`src/rtl/ycc_mux_pkg.sv`:
```
package ycc_mux_pkg;

  // Width of each reserved band at either end of the code range.
  function automatic int band_w(int cw);
    return 1 << (cw - 8);
  endfunction

  function automatic int code_lo(int cw);
    return band_w(cw);
  endfunction

  function automatic int code_hi(int cw);
    return (1 << cw) - 1 - band_w(cw);
  endfunction

  function automatic int luma_blank(int cw);
    return 16 << (cw - 8);
  endfunction

  function automatic int chroma_blank(int cw);
    return 128 << (cw - 8);
  endfunction

endpackage

```
`src/rtl/ycc_phase.sv`:
```
module ycc_phase #(
  parameter int PW = 2
) (
  input  logic          clk,
  input  logic          rst,
  input  logic          act,
  output logic          act_rise,
  output logic [PW-1:0] ph_now
);
  logic          act_q;
  logic [PW-1:0] ph_q;

  assign act_rise = act & ~act_q;
  assign ph_now   = act_rise ? '0 : ph_q;

  always_ff @(posedge clk) begin
    if (rst) begin
      act_q <= 1'b0;
      ph_q  <= '0;
    end else begin
      act_q <= act;
      ph_q  <= PW'(ph_now + 1'b1);
    end
  end
endmodule

```
`src/rtl/ycc_clamp.sv`:
```
module ycc_clamp #(
  parameter int CW = 8
) (
  input  logic [CW-1:0] din,
  output logic [CW-1:0] dout
);
  import ycc_mux_pkg::*;
  localparam logic [CW-1:0] LO = CW'(code_lo(CW));
  localparam logic [CW-1:0] HI = CW'(code_hi(CW));

  always_comb begin
    if (din < LO)      dout = LO;
    else if (din > HI) dout = HI;
    else               dout = din;
  end
endmodule

```
`src/rtl/ycc_lane_sel.sv`:
```
module ycc_lane_sel #(
  parameter int CW   = 8,
  parameter int WIDE = 0,
  localparam int OW  = (WIDE != 0) ? 2 * CW : CW,
  localparam int PW  = (WIDE != 0) ? 1 : 2
) (
  input  logic          clk,
  input  logic          rst,
  input  logic          act,
  input  logic [PW-1:0] ph_now,
  input  logic [CW-1:0] y_c,
  input  logic [CW-1:0] cb_c,
  input  logic [CW-1:0] cr_c,
  output logic [OW-1:0] word_nxt
);
  import ycc_mux_pkg::*;
  localparam logic [CW-1:0] YB = CW'(luma_blank(CW));
  localparam logic [CW-1:0] CB = CW'(chroma_blank(CW));

  logic [CW-1:0] cr_hold;
  logic          even_pix;
  logic [CW-1:0] chroma;

  // The top phase bit is low for the even pixel of a pair.
  assign even_pix = ~ph_now[PW-1];
  assign chroma   = even_pix ? cb_c : cr_hold;

  always_ff @(posedge clk) begin
    if (rst)                  cr_hold <= '0;
    else if (act && even_pix) cr_hold <= cr_c;
  end

  generate
    if (WIDE != 0) begin : g_dual
      always_comb word_nxt = act ? {y_c, chroma} : {YB, CB};
    end else begin : g_byte
      logic luma_slot;
      assign luma_slot = ph_now[0];
      always_comb begin
        if (act) word_nxt = luma_slot ? y_c : chroma;
        else     word_nxt = luma_slot ? YB : CB;
      end
    end
  endgenerate
endmodule

```
`src/rtl/ycc_byte_mux.sv`:
```
module ycc_byte_mux #(
  parameter int CW   = 8,
  parameter int WIDE = 0,
  localparam int OW  = (WIDE != 0) ? 2 * CW : CW
) (
  input  logic          clk,
  input  logic          rst,
  input  logic          pix_act,
  input  logic [CW-1:0] pix_y,
  input  logic [CW-1:0] pix_cb,
  input  logic [CW-1:0] pix_cr,
  output logic          out_vld,
  output logic [OW-1:0] out_data
);
  import ycc_mux_pkg::*;
  localparam int PW = (WIDE != 0) ? 1 : 2;
  localparam logic [CW-1:0] YB = CW'(luma_blank(CW));
  localparam logic [CW-1:0] CB = CW'(chroma_blank(CW));
  localparam logic [OW-1:0] RST_WORD = (WIDE != 0) ? OW'({YB, CB}) : OW'(CB);

  logic          act_rise;
  logic [PW-1:0] ph_now;
  logic [CW-1:0] comp_raw [3];
  logic [CW-1:0] comp_lim [3];
  logic [OW-1:0] word_nxt;

  ycc_phase #(.PW(PW)) u_phase (
    .clk      (clk),
    .rst      (rst),
    .act      (pix_act),
    .act_rise (act_rise),
    .ph_now   (ph_now)
  );

  assign comp_raw[0] = pix_y;
  assign comp_raw[1] = pix_cb;
  assign comp_raw[2] = pix_cr;

  generate
    for (genvar k = 0; k < 3; k++) begin : g_lim
      ycc_clamp #(.CW(CW)) u_clamp (
        .din  (comp_raw[k]),
        .dout (comp_lim[k])
      );
    end
  endgenerate

  ycc_lane_sel #(.CW(CW), .WIDE(WIDE)) u_sel (
    .clk      (clk),
    .rst      (rst),
    .act      (pix_act),
    .ph_now   (ph_now),
    .y_c      (comp_lim[0]),
    .cb_c     (comp_lim[1]),
    .cr_c     (comp_lim[2]),
    .word_nxt (word_nxt)
  );

  always_ff @(posedge clk) begin
    if (rst) begin
      out_vld  <= 1'b0;
      out_data <= RST_WORD;
    end else begin
      out_vld  <= pix_act;
      out_data <= word_nxt;
    end
  end
endmodule

```
`config.mk`:
```
export PLATFORM = sky130hd
export DESIGN_NAME = ycc_byte_mux
export DESIGN_NICKNAME = d
export VERILOG_FILES = /design/src/rtl/ycc_mux_pkg.sv /design/src/rtl/ycc_phase.sv /design/src/rtl/ycc_clamp.sv /design/src/rtl/ycc_lane_sel.sv /design/src/rtl/ycc_byte_mux.sv
export SDC_FILE = /design/constraint.sdc
export NUM_CORES = 1
export LEC_CHECK = 0
export BUFFER_PORTS_ARGS = -buffer_cell sky130_fd_sc_hd__buf_2
export CAP_MARGIN = 10
export CORE_ASPECT_RATIO = 1.5
export CORE_MARGIN = 5
export CORE_UTILIZATION = 33
export DETAILED_ROUTE_END_ITERATION = 7
export PLACE_DENSITY = 0.66
export REMOVE_ABC_BUFFERS = 1
export SKIP_LAST_GASP = 1
export SYNTH_ARGS = -nofsm -noshare
export SYNTH_HDL_FRONTEND = slang
export SYNTH_HIERARCHICAL = 1
export SYNTH_SLANG_ARGS = --single-unit
```
`constraint.sdc`:
```
create_clock -name clk -period 1.5 [get_ports clk]
set_input_delay 0 -clock clk [delete_from_list [all_inputs] [get_ports clk]]
set_output_delay 0 -clock clk [all_outputs]
set_load 0.03 [all_outputs]
```
==> Word-level counts from Yosys, hierarchy flattened <==
Cells that the tools add are included.
{ "totals": {"regBits": 19, "in_bits": 27} }
{ "classes": {"add_sub_neg": 1, "n_lt_le_gt_ge": 6, "n_mux": 11, "n_bitwise": 3, "reduce_logical": 1} }
{ "ops": {"columns": ["operator", "n"], "rows": [
  ["8-bit 2-to-1 mux", 10],
  ["8-bit greater-than comparator (second input constant)", 3],
  ["8-bit by 1-bit less-than comparator with 1-bit output (second input constant)", 3],
  ["2-bit by 1-bit adder with 2-bit output (second input constant)", 1],
  ["2-bit 2-to-1 mux", 1],
  ["1-bit NOT", 2],
  ["1-bit bitwise AND", 1],
  ["1-bit logical AND", 1]
]} }

==> Depth between registers and ports, before layout <==
Gate-level depths: netlist of run 1.
{ "depth": {"ltp_word": 6, "depth_mapped": 7} }

==> Cells and area by module <==
Netlist of run 1, hierarchy kept.
{ "modules_own_cells": {"columns": ["module", "instances", "cells_each", "area_per_inst_um2", "seq_area_each_um2"], "rows": [
  ["ycc_lane_sel", 1, 56, 490.5, 160.2],
  ["ycc_byte_mux", 1, 18, 236.5, 180.2],
  ["ycc_clamp", 3, 12, 67.6, 0.0],
  ["ycc_phase", 1, 11, 121.4, 60.1]
]} }

==> Worst setup path after synthesis of run 1 <==
Ideal clock, no wire load.
{ "synth_timing": {"path_kind": "reg2reg", "from": "reg u_phase.act_q", "to": "reg u_sel.cr_hold[0]", "setup_ps": 124, "arrival_time_ps": 1196, "slack_ps": 179, "stages_incl_launch_ff": 8, "n_path_buf": 2, "period_less_slack_ps": 1321, "path_cell_list": "dfxtp_1 > nand2b_4 > and2_1 > buf_4 > nor2b_4 > buf_8 > mux2i_1 > nor2_1"} }
{ "synth_between": {"elab_chain_len": 5} }
{ "synth_rtl": {"columns": ["item", "line", "text"], "rows": [
  ["start, declared", "ycc_phase.sv:10", "logic act_q;"],
  ["start signal, assigned", "ycc_phase.sv:21", "act_q <= act;"],
  ["1-bit NOT", "ycc_phase.sv:13", "assign act_rise = act & ~act_q;"],
  ["1-bit bitwise AND", "ycc_phase.sv:13", null],
  ["2-bit 2-to-1 mux", "ycc_phase.sv:14", "assign ph_now = act_rise ? '0 : ph_q;"],
  ["via ph_now[1]", "ycc_byte_mux.sv:22", "logic [PW-1:0] ph_now;"],
  ["1-bit NOT", "ycc_lane_sel.sv:25", "assign even_pix = ~ph_now[PW-1];"],
  ["1-bit logical AND", "ycc_lane_sel.sv:30", "else if (act && even_pix) cr_hold <= cr_c;"],
  ["end signal, assigned", "ycc_lane_sel.sv:30", null],
  ["end, declared", "ycc_lane_sel.sv:20", "logic [CW-1:0] cr_hold;"]
]} }
The timed path passes the listed nets, and every way through them passes these cells.
A chain may end at the register's enable or synchronous reset.

==> Worst setup path in the final report of run 1 <==
{ "layout_timing": {"from": "reg u_phase.act_q", "to": "reg out_data[7]"} }
{ "layout_rtl": {"columns": ["item", "line", "text"], "rows": [
  ["1-bit NOT *", "ycc_phase.sv:13", null],
  ["1-bit bitwise AND *", "ycc_phase.sv:13", null],
  ["2-bit 2-to-1 mux *", "ycc_phase.sv:14", null],
  ["via ph_now[0]", "ycc_byte_mux.sv:22", null],
  ["8-bit 2-to-1 mux (on tied branches)", "ycc_lane_sel.sv:41, ycc_lane_sel.sv:40", null],
  ["8-bit 2-to-1 mux *", "ycc_lane_sel.sv:40", "if (act) word_nxt = luma_slot ? y_c : chroma;"],
  ["via word_nxt[7]", "ycc_byte_mux.sv:25", "logic [OW-1:0] word_nxt;"],
  ["end signal, assigned", "ycc_byte_mux.sv:65", "out_data <= word_nxt;"],
  ["end, declared", "ycc_byte_mux.sv:13", "output logic [OW-1:0] out_data"]
]} }
The timed path passes the listed nets; every way through them passes the cells marked *.

==> impl_metrics.env, run 1 <==
export IMPL_status="finished clean"
export IMPL_switchingPower_uw=308
export IMPL_diodes=0
export IMPL_synth_cell_type_count=28
export IMPL_setup_violations_final=0
export IMPL_drt_initial_drc_count=25
export IMPL_io_buffers=35
export IMPL_reg2reg_slack_ns=0.09
export IMPL_avgSynthCellArea_um2=8.69
export IMPL_powerDensity_nw_per_um2=938
export IMPL_total_leakage_power_nw=0.525
export IMPL_maxCapViolCount=0
export IMPL_fin_total_pwr_mw=1.16
export IMPL_hold_viol=0
export IMPL_rsz0062_at_grt="true"
export IMPL_internal_power_uw=849
export IMPL_required_ns=1.65
export IMPL_synth_seq_cells=20
export IMPL_yosys_most_used_dff="dfxtp_1"
export IMPL_io_pins=36
export IMPL_area_delta_synth_final_pct=17.3
export IMPL_drv_slew=0
export IMPL_critPathArrivalTime_ns=1.55
export IMPL_std_cell_rows=25
export IMPL_fp_dieW_um=56.1
export IMPL_final_cell_mix="buf_2 (35), dfxtp_1 (20), mux2i_1 (15), nor2b_1 (11), a21oi_1 (11)"
export IMPL_seqPwrFrac_pct=50.2
export IMPL_ys_async_sr_fraction_pct=0
export IMPL_dp_hpwl_um=1790
export IMPL_dr_pass1_iters=4
export IMPL_tns_ns=0
export IMPL_crit_type="reg2reg"
export IMPL_vias_per_cell=4.85
export IMPL_clk_latency_ns=0.26
export IMPL_max_freq_ghz=0.711
export IMPL_clock_path_buffers=2
export IMPL_drc=0
export IMPL_tightest_slew_ns=0.350
export IMPL_syn_cell_area_um2=1050
export IMPL_max_stage_delay_ns=0.30
export IMPL_drt_wl_total_um=2240
export IMPL_fin_worst_skew_ns=0.00506
export IMPL_irDropWorstVdd_mv=0.364
export IMPL_cts_buffers=3
export IMPL_path_max_fanout=4
export IMPL_cp_end_kind="flip-flop"
export IMPL_nets=164
export IMPL_cts_sinks=20
export IMPL_grt_max_degree=21
export IMPL_place_congestion=0.785
export IMPL_cts_setup_buffers=0
export IMPL_yosysTopAreaCell="dfxtp_1"
export IMPL_syn_instance_count=121
export IMPL_worstSetupStartpointType="flip-flop"
export IMPL_ys_warn_count=6
export IMPL_antenna_found_initial=0
export IMPL_final_antenna_net_count=0
export IMPL_drive_gt1_share_pct=38.5
export IMPL_vias=849
export IMPL_synth_edf_count=0
export IMPL_hp_class="in2reg"
export IMPL_critPathSlowestCell="dfxtp_1"
export IMPL_synthTopCellsByArea="dfxtp_1 (38%), mux2i_1 (14%), clkbuf_1 (7.5%)"
export IMPL_period_share_pct=93.7
export IMPL_core_area_um2=3130
export IMPL_combPwrFrac_pct=20.4
export IMPL_grt_use_total_pct=10.7
export IMPL_cts_tree="built"
export IMPL_wire_per_inst_um=12.8
export IMPL_die_area_um2=4440
export IMPL_grt_first_pass_wirelength_um=3810
export IMPL_clkTransAtPathRegs_ns=0.07
export IMPL_ys_seq_area_share_pct=38.1
export IMPL_swShare_pct=26.6
export IMPL_synth_top_area_share_pct=38.1
export IMPL_grt_pass1_vias=838
export IMPL_grt_overflow_total=0
export IMPL_max_slew_margin_pct=76.6
export IMPL_layout_min_cycle_time_ns=1.41
export IMPL_initial_core_util_pct=33.6
export IMPL_final_common_cell="buf_2"
export IMPL_root_buffer="clkbuf_8"
export IMPL_p_clk_share_pct=29.4
export IMPL_h_tree_depth=1
export IMPL_fp_dieH_um=79.1
export IMPL_crit_chain="nand2b_4 > and2_2 > nand2b_1 > a211oi_1 > a21oi_1 > or2_1"
## final timing paths
path | start | to | cells past startpoint
max | u_phase/act_q | out_data[7] | 6
min | pix_cr[5] | u_sel/cr_hold[5] | 3
max reg2reg | u_phase/act_q | out_data[7] | 6
min reg2reg | u_phase/ph_q[0] | u_phase/ph_q[0] | 1
## logic make-up after synthesis
| logic type | count (synthesis) | share of synthesized area [%] |
|---|---|---|
| flops | 20 | 38.1 |
| xor+xnor | 1 | 0.833 |
| simple gates | 36 | 23.7 |
| buf+inv | 27 | 11.2 |
| compound gates | 22 | 11.9 |
| mux | 15 | 14.3 |
## power by group through the flow
stage	Sequential (mW)	Combinational (mW)	Clock (mW)
final	0.580	0.236	0.340
after global routing	0.584	0.259	0.378
after CTS	0.581	0.236	0.350
after detailed placement	0.592	0.234	0
after global placement	0.591	0.231	0
after floorplan	0.619	0.106	0
## layout make-up
type / count / area [um2]
Timing Repair Buffer: 36 / 195
Tap cell: 40 / 50.0
Sequential cell: 20 / 400
Clock buffer: 3 / 41.3
Multi-Input combinational cell: 74 / 534
Inverter: 2 / 11.3
Fill cell: 327 / 1900
## worst max-delay path: cells and delay by family (launching register included)
family / cells / cell delay, ns
AOI/OAI and AO/OA: 2 / 0.27
DFF: 1 / 0.30
and+or+nand+nor: 4 / 0.72
## Yosys cell counts (3+ instances only)
cell type / number
clkbuf_1: 21
dfxtp_1: 20
mux2i_1: 15
a21oi_1: 11
nor2b_1: 11
nor2_1: 8
o21ai_0: 6
a41oi_1: 3
and4_2: 3
nor3_1: 3
nor4_2: 3
## layer usage
layer	part of all wire [%]	GRT usage, %	wire length [um]
met1	45	13.3	1000
met4	1.6	6.41	35
met2	46	16.6	1040
met5	0	0	0
met3	7.6	2.44	171
## sequential cells by signal, summed over array words and instances (netlist names)
signal and flops:
out_vld 1, u_phase/act_q 1, out_data 8, u_sel/cr_hold 8, u_phase/ph_q 2
## repair_timing
action,4_1_cts,5_1_grt
gates resized for setup,0,3
hold buffers,0,0
endpoints found under the hold margin,0,0
setup endpoints to repair,0,8
## metrics by stage
stage | setup WS, ns | instances | utilization [%] | hold WS [ns] | instance area, um2
floorplan | 0.0664 | 96 | - | 0.0691 | 941
CTS | 0.00849 | 175 | 39.2 | 0.0118 | 1230
finish | 0.0943 | 175 | 39.4 | 0.00964 | 1230
global route | -0.0102 | 175 | 39.4 | 0.0330 | 1230
detailed placement | 0.0598 | 172 | 37.9 | 0.280 | 1190
global placement | 0.0932 | 172 | 37.9 | 0.270 | 1190
No activity file was read; power rests on OpenSTA's default activity.
==> inputs of run 2 (changes only) <==
- CORE_MARGIN: 5 -> unset
- clock period: 1.5 -> 1.4 ns (I/O delays scaled with it)
==> run 2 against run 1 <==
The run now ends with negative setup slack left. Sequential cell count is the same. Utilization up 4.2 points. Cell area increased by 5.3%. Die area shrank 23%. Combinational power grew 19%. Hold slack better by 0.0074 ns. Sequential share of layout area fell by 1.6 points. Final cell count grew 3.4%. Critical path depth unchanged. Count of clock-buffer cells in the layout stayed put. Sequential power up 7.4%. Wire length increased by 1.2%.
==> impl_metrics.env, run 2 (synthesis gave the netlist of run 1 again) <==
export IMPL_status="finished with violations"
export IMPL_violations="negative setup slack"
export IMPL_reg2reg_slack_ns=-0.01
export IMPL_drv_slew=0
export IMPL_worstSetupStartpointType="flip-flop"
export IMPL_io_pins=36
export IMPL_hold_buffers=0
export IMPL_p_clk_share_pct=28.5
export IMPL_layout_min_cycle_time_ns=1.41
export IMPL_hold_viol=0
export IMPL_drt_wl_total_um=2270
export IMPL_initial_core_util_pct=35.4
export IMPL_area_delta_synth_final_pct=23.5
export IMPL_diodes=0
export IMPL_switchingPower_uw=333
export IMPL_setup_ws_ns=-0.0103
export IMPL_instances_no_fill=181
export IMPL_root_buffer="clkbuf_8"
export IMPL_grt_overflow_total=0
export IMPL_antenna_found_initial=0
export IMPL_tightest_slew_ns=0.345
export IMPL_h_tree_depth=1
export IMPL_maxCapViolCount=0
export IMPL_min_delay_start="pix_cr[1]"
export IMPL_io_buffers=35
export IMPL_crit_type="reg2reg"
export IMPL_std_cell_rows=24
export IMPL_final_cell_area_um2=1300
export IMPL_dpl_instance_area_um2=1200
export IMPL_final_cell_mix="buf_2 (35), dfxtp_1 (20), mux2i_1 (14), nor2b_1 (11), a21oi_1 (11)"
export IMPL_required_ns=1.55
export IMPL_dr_pass1_iters=4
export IMPL_clk_latency_ns=0.25
export IMPL_max_freq_ghz=0.709
export IMPL_internal_power_uw=929
export IMPL_nets=171
export IMPL_fp_dieW_um=48.1
export IMPL_hold_path_end="u_sel/cr_hold[1]"
export IMPL_hp_class="in2reg"
export IMPL_powerDensity_nw_per_um2=973
export IMPL_vias=877
export IMPL_critPathArrivalTime_ns=1.56
export IMPL_top_regs="out_data x8, u_sel/cr_hold x8, u_phase/ph_q x2"
export IMPL_r2r_end="out_data[7]"
export IMPL_die_area_um2=3420
export IMPL_drt_initial_drc_count=24
export IMPL_grt_max_degree=21
export IMPL_period_share_pct=101
export IMPL_drc=0
export IMPL_utilization_pct=43.6
export IMPL_cts_sinks=20
export IMPL_wire_per_inst_um=12.6
export IMPL_drive_gt1_share_pct=43.0
export IMPL_swShare_pct=26.4
export IMPL_combPwrFrac_pct=22.2
export IMPL_grt_pass1_vias=838
export IMPL_grt_first_pass_wirelength_um=3510
export IMPL_seqPwrFrac_pct=49.4
export IMPL_irDropWorstVdd_mv=0.424
export IMPL_cts_tree="built"
export IMPL_clkTransAtPathRegs_ns=0.07
export IMPL_grt_use_total_pct=14.7
export IMPL_max_slew_margin_pct=77.0
export IMPL_worstRegToRegCells=6
export IMPL_place_congestion=0.763
export IMPL_fp_dieH_um=71.1
export IMPL_whs_path_depth=3
export IMPL_whs_ns=0.0170
export IMPL_setup_violations_final=1
export IMPL_worstReg2RegStart="u_phase/act_q"
export IMPL_dp_cells=175
export IMPL_final_antenna_net_count=0
export IMPL_total_leakage_power_nw=0.565
export IMPL_clock_path_buffers=2
export IMPL_vias_per_cell=4.85
export IMPL_dp_hpwl_um=1790
export IMPL_final_common_cell="buf_2"
export IMPL_path_max_fanout=3
export IMPL_core_area_um2=2970
export IMPL_tns_ns=-0.0103
export IMPL_cp_end_kind="flip-flop"
export IMPL_rsz0062_at_grt="true"
export IMPL_fin_worst_skew_ns=0.00380
export IMPL_cts_buffers=3
run 2: cell type report:
cell class | instances | area (um2)
Fill cell | 294 | 1680
Multi-Input combinational cell | 74 | 544
Sequential cell | 20 | 400
Timing Repair Buffer | 43 | 251
Tap cell | 39 | 48.8
Clock buffer | 3 | 41.3
Inverter | 2 | 11.3
run 2: worst max path at each step:
stage,startpoint,endpoint,slack (ns)
CTS,u_phase/act_q,out_data[7],-0.04
floorplan,u_phase/act_q,out_data[7],-0.03
detailed placement,u_phase/act_q,out_data[4],-0.03
global route,u_phase/act_q,out_data[7],-0.06
finish,u_phase/act_q,out_data[7],-0.01
global placement,u_phase/act_q,out_data[7],-0.01
run 2: power groups by stage:
stage                     logic, mW  registers (mW)  clock network (mW)
after floorplan               0.113           0.663                   0
after global placement        0.252           0.636                   0
after detailed placement      0.256           0.635                   0
after CTS                     0.257           0.623               0.377
after global routing          0.306           0.627               0.408
final                         0.280           0.623               0.359
run 2: metal layers:
metal	global-route usage, %	vias to the layer above	routed length [um]	part of all wire [%]
met2	26.7	14	1330	58
li1	-	446	-	-
met4	8.33	0	32	1.4
met5	0	-	0	0
met3	2.55	2	67	2.9
met1	14.2	415	845	37
run 2: per-stage QoR:
stage	total power, mW	setup slack (ns)
2_1_floorplan	0.776	-0.0336
6_report	1.26	-0.0103
5_1_grt	1.34	-0.0586
3_3_place_gp	0.888	-0.0146
3_5_place_dp	0.892	-0.0325
4_1_cts	1.26	-0.0431
run 2: what timing repair did:
| action | 4_1_cts | 5_1_grt |
|---|---|---|
| endpoints found under the setup margin | 3 | 16 |
| setup buffers | 0 | 3 |
| resized for setup | 1 | 5 |
run 2: critical path: stages, from the launching register on:
cell      delay, ns
dfxtp_1        0.30
nand2b_4       0.13
and2_2         0.22
nand2b_1       0.18
a211oi_2       0.22
a21oi_1        0.05
or2_1          0.20
==> inputs of run 3 (changes only) <==
- CORE_ASPECT_RATIO: 1.5 -> unset
- clock period: 1.4 -> 1.7 ns (I/O delays scaled with it)
==> run 3 against run 2 <==
Die area fell by 0.13%. Hold slack improved by 0.048 ns. The flow now finishes without violations. Clock skew rose by 0.0040 ns. Sequential cell count did not move. Critical path type unchanged. First-iteration DRC count fell by 33%. Register-to-register slack improved by 0.24 ns. Wire length fell by 5.0%. Total power fell by 21%. Highest routed layer unchanged.
==> impl_metrics.env, run 3 (synthesis gave the netlist of run 1 again) <==
export IMPL_status="finished clean"
export IMPL_path_max_fanout=10
export IMPL_crit_path_start="u_phase/act_q"
export IMPL_final_cell_mix="buf_2 (35), dfxtp_1 (20), mux2i_1 (15), nor2b_1 (11), a21oi_1 (11)"
export IMPL_powerDensity_nw_per_um2=778
export IMPL_drt_initial_drc_count=16
export IMPL_diodes=0
export IMPL_h_tree_depth=1
export IMPL_initial_core_util_pct=34.7
export IMPL_tns_ns=0
export IMPL_max_slew_margin_pct=76.2
export IMPL_final_antenna_net_count=0
export IMPL_antenna_found_initial=0
export IMPL_grt_use_total_pct=13.9
export IMPL_vias_per_cell=4.66
export IMPL_setup_violations_final=0
export IMPL_max_freq_ghz=0.678
export IMPL_grt_first_pass_wirelength_um=3520
export IMPL_cts_tree="built"
export IMPL_max_stage_delay_ns=0.32
export IMPL_drv_slew=0
export IMPL_area_delta_synth_final_pct=21.7
export IMPL_required_ns=1.89
export IMPL_cp_top_family="simple AND/OR/NAND/NOR gates"
export IMPL_die_area_um2=3410
export IMPL_crit_chain="nand2b_4 > and2_2 > nor2b_4 > mux2i_1 > nor2_1"
export IMPL_irDropWorstVdd_mv=0.211
export IMPL_path_buf_inv=0
export IMPL_cts_buffers=3
export IMPL_clk_latency_ns=0.30
export IMPL_total_leakage_power_nw=0.548
export IMPL_period_share_pct=86.8
export IMPL_std_cell_rows=20
export IMPL_root_buffer="clkbuf_4"
export IMPL_utilization_pct=42.2
export IMPL_worstReg2RegStart="u_phase/act_q"
export IMPL_fin_total_pwr_uw=995
export IMPL_dr_pass1_iters=4
export IMPL_hold_viol=0
export IMPL_hp_class="in2reg"
export IMPL_maxCapViolCount=0
export IMPL_drc=0
export IMPL_core_area_um2=3030
export IMPL_layout_min_cycle_time_ns=1.47
export IMPL_fin_worst_skew_ns=0.00781
export IMPL_cp_end_kind="flip-flop"
export IMPL_io_buffers=35
export IMPL_tightest_slew_ns=0.357
export IMPL_cts_sinks=20
export IMPL_critPathArrivalTime_ns=1.67
export IMPL_dp_hpwl_um=1630
export IMPL_vias=867
export IMPL_fp_dieW_um=58.4
export IMPL_grt_pass1_vias=810
export IMPL_fp_dieH_um=58.4
export IMPL_wire_per_inst_um=11.6
export IMPL_drt_wl_total_um=2160
export IMPL_final_common_cell="buf_2"
export IMPL_io_pins=36
export IMPL_drive_gt1_share_pct=35.9
export IMPL_critPathSlowestCell="dfxtp_1"
export IMPL_clock_path_buffers=2
export IMPL_nets=170
export IMPL_place_congestion=0.790
export IMPL_grt_max_degree=21
export IMPL_crit_type="reg2reg"
export IMPL_rsz0062_at_grt="false"
export IMPL_top_regs="out_data x8, u_sel/cr_hold x8, u_phase/ph_q x2"
export IMPL_worstSetupStartpointType="flip-flop"
export IMPL_cts_setup_buffers=0
export IMPL_grt_overflow_total=0
export IMPL_clkTransAtPathRegs_ns=0.11
export IMPL_min_delay_start="pix_act"
run 3: cell types whose count changed in the layout (fill, tap and decap cells not counted), sizes merged:
| cell | change |
|---|---|
| buf | -8 |
| dlygate4sd3 | +7 |
| clkbuf | +1 |
| clkinvlp | -1 |
| inv | +1 |
run 3: through the flow:
step | instance area, um2 | hold WS (ns) | setup slack, ns | cells
2_1_floorplan | 941 | 0.0691 | 0.266 | 96
3_3_place_gp | 1170 | 0.271 | 0.208 | 175
3_5_place_dp | 1170 | 0.282 | 0.121 | 175
4_1_cts | 1280 | 0.0545 | 0.0936 | 186
5_1_grt | 1280 | 0.0717 | 0.105 | 186
6_report | 1280 | 0.0655 | 0.225 | 186
run 3: final timing paths:
check	to	slack, ns	cells past startpoint
worst max register to register	u_sel/cr_hold[7]	0.23	5
worst max-delay path	u_sel/cr_hold[7]	0.23	5
worst min-delay path	out_vld	0.07	2
worst min register to register	u_phase/ph_q[0]	0.48	1
run 3: cell type report:
cell class                 count  area [um2]
multi-input combinational     74         534
inverter                       2        7.51
clock buffer                   4        36.3
fill                         320        1750
tap                           44        55.1
sequential                    20         400
timing repair buffer          42         245
run 3: repair_timing:
item | in CTS | in global routing
hold buffers | 7 | 0
hold endpoints to repair | 7 | 0
resized for setup | 0 | 1
endpoints found under the setup margin | 0 | 3
run 3: where the power goes:
group / total, mW / switching (mW) / internal (mW)
Sequential: 0.512 / 0.0134 / 0.499
Clock: 0.269 / 0.138 / 0.131
Combinational: 0.214 / 0.116 / 0.0972
run 3: per-layer routing:
metal / GRT usage [%] / vias to the layer above / wire length [um]
li1: - / 446 / -
met1: 16.4 / 383 / 989
met2: 24.0 / 34 / 994
met4: 9.18 / 0 / 51
met5: 0 / - / 0
met3: 1.32 / 4 / 123
